--- config.mk ---
export PLATFORM = sky130hd
export DESIGN_NAME = oc_alarm_guard
export DESIGN_NICKNAME = d
export VERILOG_FILES = /design/src/rtl/oc_guard_pkg.sv /design/src/rtl/oc_alarm_sync.sv /design/src/rtl/oc_event_tally.sv /design/src/rtl/oc_throttle_hold.sv /design/src/rtl/oc_alarm_guard.sv
export SDC_FILE = /design/constraint.sdc
export NUM_CORES = 1
export LEC_CHECK = 0
export ABC_CLOCK_PERIOD_IN_PS = 5200
export BUFFER_PORTS_ARGS = -buffer_cell sky130_fd_sc_hd__buf_2
export CELL_PAD_IN_SITES_DETAIL_PLACEMENT = 1
export CELL_PAD_IN_SITES_GLOBAL_PLACEMENT = 2
export CORE_UTILIZATION = 35
export DETAILED_ROUTE_END_ITERATION = 12
export PLACE_DENSITY_LB_ADDON = 0.1
export SLEW_MARGIN = 20
export SYNTH_ARGS = -nofsm -noshare
export SYNTH_HDL_FRONTEND = slang
export SYNTH_SLANG_ARGS = --single-unit
--- constraint.sdc ---
create_clock -name clk -period 5.2 [get_ports clk]
set_input_delay 0.52 -clock clk [delete_from_list [all_inputs] [get_ports clk]]
set_output_delay 0.52 -clock clk [all_outputs]
set_load 0.01 [all_outputs]
--- src/rtl/oc_guard_pkg.sv ---
package oc_guard_pkg;
  // Synchronized view of the alarm pin
  typedef struct packed {
    logic level;  // alarm active after polarity and synchronizer
    logic rise;   // one-cycle strobe on inactive-to-active transition
  } oc_sense_t;
endpackage

--- src/rtl/oc_alarm_sync.sv ---
module oc_alarm_sync #(
  parameter int SYNC_STAGES = 2
) (
  input  logic                   clk,
  input  logic                   rst_n,
  input  logic                   alarm_raw,
  input  logic                   active_low,
  output oc_guard_pkg::oc_sense_t sense
);
  logic [SYNC_STAGES-1:0] stage_q;
  logic                   prev_q;
  logic                   pol;

  // polarity folded in before the first flop so reset means "inactive"
  assign pol = alarm_raw ^ active_low;

  generate
    for (genvar i = 0; i < SYNC_STAGES; i++) begin : g_stage
      if (i == 0) begin : g_first
        always_ff @(posedge clk or negedge rst_n)
          if (!rst_n) stage_q[i] <= 1'b0;
          else        stage_q[i] <= pol;
      end else begin : g_rest
        always_ff @(posedge clk or negedge rst_n)
          if (!rst_n) stage_q[i] <= 1'b0;
          else        stage_q[i] <= stage_q[i-1];
      end
    end
  endgenerate

  always_ff @(posedge clk or negedge rst_n)
    if (!rst_n) prev_q <= 1'b0;
    else        prev_q <= stage_q[SYNC_STAGES-1];

  assign sense.level = stage_q[SYNC_STAGES-1];
  assign sense.rise  = stage_q[SYNC_STAGES-1] & ~prev_q;
endmodule

--- src/rtl/oc_event_tally.sv ---
module oc_event_tally #(
  parameter int COUNT_W = 8,
  parameter int FILT_W  = 16
) (
  input  logic               clk,
  input  logic               rst_n,
  input  logic               rise,
  input  logic               irq_en,
  input  logic [COUNT_W-1:0] limit,
  input  logic [FILT_W-1:0]  filt_len,
  input  logic               irq_clear,
  output logic               irq
);
  logic [COUNT_W-1:0] cnt_q, cnt_d, cnt_base, cnt_inc;
  logic [FILT_W-1:0]  ft_q, ft_d, ft_inc;
  logic               irq_q, irq_d;

  assign cnt_base = irq_clear ? '0 : cnt_q;
  assign cnt_inc  = (cnt_base == '1) ? cnt_base : cnt_base + 1'b1;
  assign ft_inc   = ft_q + 1'b1;

  always_comb begin
    cnt_d = cnt_base;
    ft_d  = ft_q;
    irq_d = irq_q & ~irq_clear;
    if (rise) begin
      cnt_d = cnt_inc;
      ft_d  = '0;                     // each event restarts the window
      if (irq_en && (cnt_inc >= limit)) irq_d = 1'b1;
    end else if (irq_clear) begin
      ft_d = '0;
    end else if ((cnt_base != '0) && (filt_len != '0)) begin
      if (ft_inc == filt_len) begin   // quiet window expired: drop and re-arm
        cnt_d = '0;
        ft_d  = '0;
      end else begin
        ft_d = ft_inc;
      end
    end
  end

  always_ff @(posedge clk or negedge rst_n)
    if (!rst_n) begin
      cnt_q <= '0;
      ft_q  <= '0;
      irq_q <= 1'b0;
    end else begin
      cnt_q <= cnt_d;
      ft_q  <= ft_d;
      irq_q <= irq_d;
    end

  assign irq = irq_q;
endmodule

--- src/rtl/oc_throttle_hold.sv ---
module oc_throttle_hold #(
  parameter int HOLD_US_W  = 8,
  parameter int CYC_PER_US = 125
) (
  input  logic                 clk,
  input  logic                 rst_n,
  input  logic                 level,
  input  logic [HOLD_US_W-1:0] hold_us,
  output logic                 throttle
);
  localparam int HOLD_CYC_W = HOLD_US_W + $clog2(CYC_PER_US + 1);

  logic [HOLD_CYC_W-1:0] tail_q, tail_load;

  assign tail_load = HOLD_CYC_W'(hold_us) * HOLD_CYC_W'(CYC_PER_US);

  // reloaded every active cycle, counts down once the alarm is gone
  always_ff @(posedge clk or negedge rst_n)
    if (!rst_n)              tail_q <= '0;
    else if (level)          tail_q <= tail_load;
    else if (tail_q != '0)   tail_q <= tail_q - 1'b1;

  assign throttle = level | (tail_q != '0);
endmodule

--- src/rtl/oc_alarm_guard.sv ---
module oc_alarm_guard #(
  parameter int COUNT_W    = 8,
  parameter int FILT_W     = 16,
  parameter int HOLD_US_W  = 8,
  parameter int CYC_PER_US = 125
) (
  input  logic                 clk,
  input  logic                 rst_n,
  input  logic                 alarm_raw,
  input  logic                 cfg_active_low,
  input  logic                 cfg_irq_en,
  input  logic [COUNT_W-1:0]   cfg_count_limit,
  input  logic [FILT_W-1:0]    cfg_filter_len,
  input  logic [HOLD_US_W-1:0] cfg_hold_us,
  input  logic                 irq_clear,
  output logic                 throttle_req,
  output logic                 irq
);
  oc_guard_pkg::oc_sense_t sense;
  logic sense_level, sense_rise;

  oc_alarm_sync #(.SYNC_STAGES(2)) u_sync (
    .clk(clk), .rst_n(rst_n), .alarm_raw(alarm_raw),
    .active_low(cfg_active_low), .sense(sense)
  );

  assign sense_level = sense.level;
  assign sense_rise  = sense.rise;

  oc_event_tally #(.COUNT_W(COUNT_W), .FILT_W(FILT_W)) u_tally (
    .clk(clk), .rst_n(rst_n), .rise(sense_rise), .irq_en(cfg_irq_en),
    .limit(cfg_count_limit), .filt_len(cfg_filter_len),
    .irq_clear(irq_clear), .irq(irq)
  );

  oc_throttle_hold #(.HOLD_US_W(HOLD_US_W), .CYC_PER_US(CYC_PER_US)) u_hold (
    .clk(clk), .rst_n(rst_n), .level(sense_level),
    .hold_us(cfg_hold_us), .throttle(throttle_req)
  );
endmodule

Word-level counts from Yosys, hierarchy flattened --
Cells that the tools add are included.
Cells by class: $add $sub $neg 3, order comparisons 1, multipliers 1, bitwise gates (word level) 6, equality and inequality tests 2, multiplexer cells 14, reductions and logical operators 7
Operators with widths (count):
- $mux W16 | 4
- $mux W8 | 6
- $mux W15 | 2
- $add A16 B1 Y16 const B | 1
- $eq A16 B16 Y1 | 1
- $reduce_bool A16 Y1 | 1
- $mul A8 B7 Y15 const B | 1
- $reduce_bool A15 Y1 | 1
- $sub A15 B1 Y15 const B | 1
- $add A8 B1 Y8 const B | 1
- $eq A8 B8 Y1 const B | 1
- $ge A8 B8 Y1 | 1
- $reduce_bool A8 Y1 | 1
- $reduce_bool A3 Y1 | 1
- $and A1 B1 Y1 | 2
- $logic_and A1 B1 Y1 | 2
- $mux W1 | 2
- $not A1 Y1 | 2
- $reduce_bool A2 Y1 | 1
- $or A1 B1 Y1 | 1
- $xor A1 B1 Y1 | 1
Word-level totals: flip-flop bits (word level) 43, output and inout port bits 2

Longest topological paths before layout --
Gate-level depths: netlist of the first run.
word-level depth 7, depth in mapped cells 17

Hierarchy --
From an unflattened synthesis of the first run, not the netlist that was laid out.
Second synthesis, totals: cell total of the unflattened synthesis 517, area total of the unflattened synthesis 4658.2 µm²
Modules (own cells, without submodules):
- oc_throttle_hold | seq. area each 375.4 µm², cells an instance 238, area an instance 2298.5 µm², instances 1
- oc_event_tally | seq. area each 625.6 µm², cells an instance 273, area an instance 2262.2 µm², instances 1
- oc_alarm_sync | seq. area each 75.1 µm², cells an instance 6, area an instance 97.6 µm², instances 1

Worst setup path after synthesis of the first run --
OpenSTA, ideal clock, no wires.
path type in2reg, start point input cfg_hold_us[0], end point register u_hold.tail_q[12], stages on the path 15, path buffers 0, library setup time 0.095 ns, required time 5.105 ns, slack 1.296 ns, arrival 3.809 ns, path through fa_1 > xor2_1 > ha_1 > inv_1 > fa_1 > fa_1 > inv_1 > ha_1 > o21a_1 > a21oi_1 > o21ai_0 > a211oi_1 > xnor2_1 > nand2_1 > o31ai_1
On the way: cells in the longest elaborated chain, start to end 2
Ends and longest elaborated chain:
- from (decl) | line oc_alarm_guard.sv:14 | input logic [HOLD_US_W-1:0] cfg_hold_us,
- $mul A8 B7 Y15 | line oc_throttle_hold.sv:15 | assign tail_load = HOLD_CYC_W'(hold_us) * HOLD_CYC_W'(CYC_PER_US);
- $mux W15 | line oc_throttle_hold.sv:20 | else if (level) tail_q <= tail_load;
- to (signal assigned) | line oc_throttle_hold.sv:20
- to (signal assigned) | line oc_throttle_hold.sv:21 | else if (tail_q != '0) tail_q <= tail_q - 1'b1;
- to (decl) | line oc_throttle_hold.sv:13 | logic [HOLD_CYC_W-1:0] tail_q, tail_load;
No other way between the ends. A chain may end at the register's enable or synchronous reset.

Worst setup path after layout of the first run --
start point input cfg_hold_us[2], end point register u_hold.tail_q[12]
The elaborated chain is that of the path after synthesis.

==> results.toml, run 1 <==
[run_status]
status = "finished, final reports clean"

[route]
vias = 3951
drtIter0Drc = 170
routed_wl_um = 12200
drc = 0
dr.pass1.iters = 6
wire_per_inst_um = 16.4
postRouteAntennaNets = 0
vias_per_cell = 5.32

[sta]
max_freq_mhz = 247
hold_viol_final = 0
setup_viol = 0
skew_ns = 0.00642
max_slew_margin_pct = 44.9
rsz0062_at_grt = "no"
tightestPinTransition_ns = 0.819
finalWorstSetupSlack_ns = 1.14
post-route-min-period_ns = 4.06
fin_setup_tns_ns = 0
min_period_over_period_pct = 78.0
drv_slew = 0

[synthesis]
synth_flop_cell = "dfrtp_1"
ys_ff_latch = 43
yosysTopAreaCell = "dfrtp_1"
yosys_warnings = 0
synthTopCellsByArea = "dfrtp_1 (23%), ha_1 (14%), fa_1 (9.0%)"
synth.cell_area_um2 = 4650
ys_types = 57
synth_area_per_cell_um2 = 8.54
ys_seq_area_share_pct = 23.1
synth_enable_flop_cells = 0
ys_async_sr_fraction_pct = 100
syn-num-nets = 655
synth_top_area_share_pct = 23.1
syn-instance-count = 545

[grt]
grt_pass1_vias = 4240
grt_pass1_wl_um = 21100
met1_usage_pct = 23.6
overflow = 0
gr-usage-met2_pct = 34.1
grtUsageTotal_pct = 18.9
top_usage_layer = "met2"
grt_max_degree = 44
antenna_found_initial = 0
use_met3_pct = 2.63

[cts]
cts_tree = "yes"
max-clock-path-buffers = 2
path_clk_slew_ns = 0.06
ctsHoldBuffers = 0
cts.sinks = 43
cts_buffers = 5
cts_resized = 0
worst_skew_pair.late_latency_ns = 0.29
htreeDepth = 2
postCtsSetupRepairBufs = 0
cts-root-buf = "clkbuf_16"

[critical_path]
worstPathArrival_ns = 4.24
worstSetupStartpointType = "input pin"
worst-path-max-fanout = 6
r2r-start = "u_tally.cnt_q[0]"
path_class = "input pin to register"
cp-end-kind = "register"
worstSetupStartpoint = "cfg_hold_us[2]"
worstPathRequired_ns = 5.39

[worst_hold_path]
hold_path_class = "input pin to asynchronous set/reset pin"

[pwr]
power.density_nw_per_um2 = 303
power_uw = 1550
vdd_drop_max_uv = 180
p_leak_uw = 0.00235

[layout]
nFillCells = 1517
syn2layout_area_growth_pct = 9.98
antenna_cells = 0
drive_gt1_share_pct = 11.2
final_nets = 681
final_common_cell = "nand2_1"
fin_util_pct = 40.1
final_cell_mix = "nand2_1 (61), inv_1 (55), ha_1 (51), dfrtp_1 (43), buf_2 (38)"

[floorplanning]
start_util_pct = 36.4
io_pins = 40
design.core.area_um2 = 12800
dieHeight_um = 117
die_w_um = 117
core.rowCount = 41
die-area_um2 = 13800

[flow_run]
cap_violations = 0

[placed_design]
port_buffers = 39
dp_slack_ns = 0.803
gp_congestion = 0.761
dp_hpwl_um = 9500
==> state kept, by name, indices dropped and copies added (netlist names) <==
signal and count:
u_tally.ft_q 16, u_hold.tail_q 15, u_tally.cnt_q 8, u_sync.prev_q 1, u_sync.sense 1, u_sync.stage_q 1
u_tally.irq 1
==> synthesized netlist by cell type (5+ instances only) <==
master     n
a21o_1     6
a21oi_1   20
and3_1    10
buf_2      8
clkbuf_1  13
dfrtp_1   43
fa_1      21
ha_1      51
inv_1     55
nand2_1   61
nand2b_1   8
nand3_1   21
nand4_1    7
nor2_1    19
nor2b_1   12
nor3_1    19
nor4_1    15
o211ai_1   9
o21ai_0   18
o21ai_1    8
o22ai_1    6
o31ai_1    6
or3_1      5
xnor2_1   31
xor2_1    17
==> final timing paths <==
check | cells after the start | slack [ns] | end
worst min register to register | 0 | 0.36 | u_sync.sense[1]
worst max-delay path | 16 | 1.14 | u_hold.tail_q[12]
worst max register to register | 15 | 1.66 | u_tally.irq
max in group asynchronous | 1 | 4.56 | u_tally.ft_q[13]
worst min-delay path | 1 | 0.24 | u_tally.cnt_q[3]
min in group clk | 0 | 0.36 | u_sync.sense[1]
==> logic make-up (layout without fill, tap and decap cells) <==
group,Yosys count,count (layout),synth area share [%]
simple gates,194,194,21.9
compound gates,101,101,14.6
buf+inv,80,105,6.99
fa+ha+maj,72,72,22.7
xor+xnor,48,48,9.03
flops,43,43,23.1
mux,7,7,1.61
==> per-layer routing <==
layer | share of wire [%] | vias up | wire length [um]
met5 | 0 | - | 0
met4 | 1.0 | 0 | 123
met3 | 1.8 | 7 | 224
met2 | 51 | 35 | 6180
met1 | 46 | 1956 | 5670
li1 | - | 1953 | -
==> per-stage QoR <==
stage | cell area [um2] | hold slack, ns | std cells
2_1_floorplan | 4650 | 0.224 | 545
3_3_place_gp | 4980 | 0.338 | 736
3_5_place_dp | 4980 | 0.351 | 736
4_1_cts | 5110 | 0.366 | 742
5_1_grt | 5120 | 0.290 | 742
6_report | 5120 | 0.242 | 742
==> report_power, final <==
group          internal (uW)  switching (uW)
combinational            364             439
clock                    173             131
sequential               395            50.6
==> worst max-delay path, cell delays in order <==
cell	delay, ns
buf_2	0.22
fa_1	0.52
xor2_1	0.17
ha_1	0.28
inv_1	0.06
fa_1	0.48
fa_1	0.51
inv_1	0.04
ha_1	0.32
o21a_1	0.12
a21oi_1	0.22
o21ai_0	0.21
a211oi_1	0.28
xnor2_1	0.15
nand2_1	0.06
o31ai_1	0.08
==> cell type report <==
| cell class | instances | area, um2 | area share (%) |
|---|---|---|---|
| tap | 172 | 215 | 4.21 |
| clock buffer | 5 | 125 | 2.44 |
| multi-input combinational | 422 | 3250 | 63.5 |
| clock inverter | 1 | 7.51 | 0.147 |
| timing repair buffer | 44 | 235 | 4.60 |
| sequential | 43 | 1080 | 21.0 |
| inverter | 55 | 206 | 4.03 |
(Power assumes the default switching activity.)
==> run 2, diff against run 1 <==
- ABC_CLOCK_PERIOD_IN_PS: 5200 -> 3900
- clock period: 5.2 -> 3.9 ns (I/O delays scaled with it)
==> run 2 against run 1 <==
Combinational power is 58% higher; die area stayed put; routed wire length up 1.7%; cell area grew 4.1%; critical path type unchanged; utilization is 1.7 points higher.
==> results.toml, run 2 (synthesized netlist as in run 1, its figures left out) <==
[placed_design]
port_buffers = 39
dp_slack_ns = -0.314
gp_congestion = 0.773
dp_hpwl_um = 9820
placed_area_um2 = 5140

[floorplanning]
io_pins = 40
die-area_um2 = 13800
start_util_pct = 36.4
core.rowCount = 41
dieHeight_um = 117
design.core.area_um2 = 12800
die_w_um = 117

[sta]
drv_slew = 0
tightestPinTransition_ns = 0.715
max_slew_margin_pct = 52.3
hold_viol_final = 0
max_freq_mhz = 264
finalWorstSetupSlack_ns = 0.114
min_period_over_period_pct = 97.1
skew_ns = 0.00410
post-route-min-period_ns = 3.79
setup_viol = 0

[pwr]
p_leak_uw = 0.00247
vdd_drop_max_uv = 331
power.density_nw_per_um2 = 429

[critical_path]
worstPathArrival_ns = 3.97
path_class = "input pin to register"
cpMostUsedCell = "fa_1"
cp_top_family = "adder cells"
worst-path-max-fanout = 5
cp_cell_sequence = "clkbuf_4, fa_1, xor2_1, ha_1, inv_1, fa_1, fa_1, inv_1, ha_1, buf_4, a21oi_2, o21ai_0, a21o_1, a21oi_2, xnor2_1, a22o_1"
path_buf_inv = 4
reg2reg_slack_ns = 0.66
critPathSlowestCell = "fa_1"
worstPathRequired_ns = 4.08
worstSetupStartpointType = "input pin"
slowest_delay_ns = 0.59
cp-end-kind = "register"

[layout]
fin_util_pct = 41.7
final_common_cell = "nand2_1"
top_regs = "u_tally.ft_q: 16 flops, u_hold.tail_q: 15 flops, u_tally.cnt_q: 8 flops"
final_cell_mix = "nand2_1 (61), inv_1 (55), ha_1 (51), dfrtp_1 (43), buf_2 (37)"
fin_area_um2 = 5330
final_nets = 703
drive_gt1_share_pct = 15.7
nFillCells = 1558
syn2layout_area_growth_pct = 14.5
largest_reg_flops = 16
antenna_cells = 0
regMostFlops = "u_tally.ft_q"

[grt]
grtUsageTotal_pct = 19.2
antenna_found_initial = 0
grt_pass1_vias = 4358
overflow = 0
met1_usage_pct = 23.8
grt_max_degree = 44
gr-usage-met2_pct = 34.2
top_usage_layer = "met2"
grt_pass1_wl_um = 21300
use_met3_pct = 3.21

[worst_hold_path]
hold_path_class = "input pin to asynchronous set/reset pin"

[cts]
cts_tree = "yes"
htreeDepth = 2
cts.sinks = 43
max-clock-path-buffers = 2
path_clk_slew_ns = 0.06
cts_buffers = 5
ctsHoldBuffers = 0
worst_skew_pair.late_latency_ns = 0.29
cts-root-buf = "clkbuf_16"

[route]
postRouteAntennaNets = 0
vias = 4010
routed_wl_um = 12400
drc = 0
dr.pass1.iters = 4
vias_per_cell = 5.23
drtIter0Drc = 176
wire_per_inst_um = 16.2

[flow_run]
cap_violations = 0

[run_status]
status = "finished, final reports clean"
-- run 2: changes by cell type in the layout (fill, tap and decap cells not counted), sizes merged --
cell    previous run  this run
buf               44        65
clkinv             0         1
clkbuf             5         7
-- run 2: worst paths after layout --
kind	start	endpoint	cells past startpoint
min in group clk	alarm_raw	u_sync.stage_q[0]	2
max in group asynchronous	rst_n	u_tally.ft_q[12]	1
min	rst_n	u_tally.cnt_q[3]	1
max	cfg_hold_us[2]	u_hold.tail_q[11]	16
max reg2reg	u_tally.ft_q[0]	u_tally.cnt_q[0]	9
min reg2reg	u_sync.stage_q[0]	u_sync.sense[1]	0
-- run 2: metrics by stage --
step / power, uW / setup TNS (ns) / instances / hold slack, ns
6_report: 2280 / 0 / 766 / 0.0929
5_1_grt: 2500 / -0.0341 / 766 / 0.151
4_1_cts: 2250 / 0 / 765 / 0.270
3_5_place_dp: 1810 / -1.44 / 757 / 0.345
3_3_place_gp: 1770 / -0.565 / 757 / 0.334
2_1_floorplan: 1420 / 0 / 545 / 0.0944
-- run 2: cell type report --
| type | count | area [um2] | area share (%) |
|---|---|---|---|
| repair buffers | 66 | 403 | 7.56 |
| flip-flops and latches | 43 | 1080 | 20.2 |
| clock inverters | 2 | 12.5 | 0.235 |
| multi-input cells | 422 | 3290 | 61.7 |
| inverters | 55 | 206 | 3.87 |
| clock buffers | 6 | 129 | 2.42 |
| well taps | 172 | 215 | 4.04 |
-- run 2: layer usage --
layer / routed length, um / vias up
li1: - / 1993
met1: 5720 / 1966
met2: 6250 / 37
met3: 264 / 14
met4: 177 / 0
met5: 0 / -
-- run 2: power by group --
group	leakage (uW)	switching (uW)	internal, uW	total (uW)
Sequential	0.000561	69.8	526	596
Clock	0.0000669	184	237	421
Combinational	0.00184	659	609	1270
Total	0.00247	913	1370	2280
-- run 2: timing repair --
action                     in CTS  in global routing
setup endpoints to repair       1                  6
resized for setup               1                  8
pin swaps                       1                  8
gates cloned                    0                  0
buffers inserted                0                  1
==> run 3, diff against run 2 <==
- BUFFER_PORTS_ARGS: -buffer_cell sky130_fd_sc_hd__buf_2 -> unset
- DONT_BUFFER_PORTS: unset -> 1
- SETUP_SLACK_MARGIN: unset -> 0.15
==> run 3 against run 2 <==
Critical path depth decreased by 2; worst setup slack improved by 0.25 ns; sequential share of layout area increased by 1.1 points; non-clock buffer count decreased by 53; utilization decreased by 2.1 points; final cell count decreased by 6.9%; clock power increased by 22%; critical path type unchanged.
==> results.toml, run 3 (synthesized netlist as in run 1, its figures left out) <==
[layout]
finalNonFillerCells = 713
fin_area_um2 = 5060
final_common_cell = "nand2_1"
final_cell_mix = "nand2_1 (61), inv_1 (55), ha_1 (51), dfrtp_1 (43), xnor2_1 (31)"
drive_gt1_share_pct = 7.02
top_regs = "u_tally.ft_q: 16 flops, u_hold.tail_q: 15 flops, u_tally.cnt_q: 8 flops"
final_nets = 650
antenna_cells = 0
regMostFlops = "u_tally.ft_q"
syn2layout_area_growth_pct = 8.74
largest_reg_flops = 16

[cts]
worst_skew_pair.late_latency_ns = 0.30
cts_buffers = 5
cts-root-buf = "clkbuf_16"
path_clk_slew_ns = 0.06
cts_tree = "yes"
htreeDepth = 2
max-clock-path-buffers = 2
cts.sinks = 43

[route]
vias = 3908
postRouteAntennaNets = 0
dr.pass1.iters = 4
drtIter0Drc = 153
wire_per_inst_um = 17.4
drc = 0
routed_wl_um = 12400
vias_per_cell = 5.48

[pwr]
vdd_drop_max_uv = 331
power.density_nw_per_um2 = 439
power_uw = 2220
p_leak_uw = 0.00227

[sta]
min_period_over_period_pct = 90.6
setup_viol = 0
max_freq_mhz = 283
skew_ns = 0.00561
drv_slew = 0
finalWorstSetupSlack_ns = 0.366
tightestPinTransition_ns = 0.673
post-route-min-period_ns = 3.53
hold_viol_final = 0
rsz0062_at_grt = "no"
max_slew_margin_pct = 55.1

[grt]
antenna_found_initial = 0
grt_pass1_vias = 4161
grt_pass1_wl_um = 21300
overflow = 0
grtUsageTotal_pct = 19.2
grt_max_degree = 44

[critical_path]
cp-end-kind = "register"
reg2reg_slack_ns = 0.60
path_class = "input pin to register"
worstPathArrival_ns = 3.72
worst-path-max-fanout = 6
reg2reg_depth = 8
worstPathRequired_ns = 4.09
worstSetupStartpointType = "input pin"

[placed_design]
dp_slack_ns = -0.0404
dpl.cell_count = 702
port_buffers = 0
dp_hpwl_um = 9720
placed_area_um2 = 4830
gp_congestion = 0.800

[floorplanning]
die_w_um = 117
core.rowCount = 41
dieHeight_um = 117
design.core.area_um2 = 12800
io_pins = 40
start_util_pct = 36.4
die-area_um2 = 13800

[run_status]
status = "finished, final reports clean"

[worst_hold_path]
whs_path_depth = 1
hold_path_class = "input pin to register"

[flow_run]
cap_violations = 0
-- run 3: changes by cell type in the layout (fill, tap and decap cells not counted), sizes merged --
cell	previous run	this run
dlygate4sd3	0	1
clkinvlp	1	0
bufinv	0	1
buf	65	12
clkbuf	7	6
-- run 3: power breakdown --
group / switching (uW) / internal (uW) / total [uW]
clock: 194 / 319 / 513
sequential: 77.3 / 526 / 603
combinational: 593 / 511 / 1100
total: 864 / 1360 / 2220
-- run 3: metal layers --
metal	vias up	global-route usage [%]	part of all wire, %
met5	-	0	0
met4	0	3.90	0.86
met3	8	3.50	2.8
met2	41	34.8	53
met1	1965	23.6	44
li1	1894	-	-
-- run 3: area by class of cell --
class | instances | area [um2]
Fill cell | 1511 | 7710
Inverter | 55 | 206
Clock inverter | 2 | 35.0
Tap cell | 172 | 215
Multi-Input combinational cell | 422 | 3270
Timing Repair Buffer | 13 | 120
Clock buffer | 6 | 139
Sequential cell | 43 | 1080
-- run 3: per-stage QoR --
step           hold WS (ns)  util, %  TNS, ns
2_1_floorplan        0.0944        -        0
3_3_place_gp         0.0961     37.8        0
3_5_place_dp         0.0966     37.8   -0.103
4_1_cts               0.168     39.5        0
5_1_grt               0.166     39.6        0
6_report              0.177     39.6        0
-- run 3: final timing paths --
path | start | to
max reg2reg | u_tally.ft_q[0] | u_tally.cnt_q[4]
max in group asynchronous | rst_n | u_tally.ft_q[15]
min in group asynchronous | rst_n | u_tally.cnt_q[3]
min | alarm_raw | u_sync.stage_q[0]
max | cfg_hold_us[0] | u_hold.tail_q[11]
min reg2reg | u_sync.stage_q[0] | u_sync.sense[1]
-- run 3: worst max-delay path, cell delays in order --
cell and delay (ns):
fa_1 0.57, xor2_1 0.18, ha_1 0.26, inv_1 0.08
fa_1 0.44, fa_1 0.51, inv_1 0.04, ha_1 0.32
a21oi_2 0.20, o21ai_0 0.10, a21o_1 0.18, a21oi_1 0.17
xnor2_1 0.08, a22o_1 0.17
-- run 3: repair_timing --
item / 4_1_cts / 5_1_grt
hold buffers: 2 / 0
endpoints found under the hold margin: 43 / 0
buffers inserted: 0 / 1
resized for setup: 0 / 3
setup endpoints to repair: 0 / 5
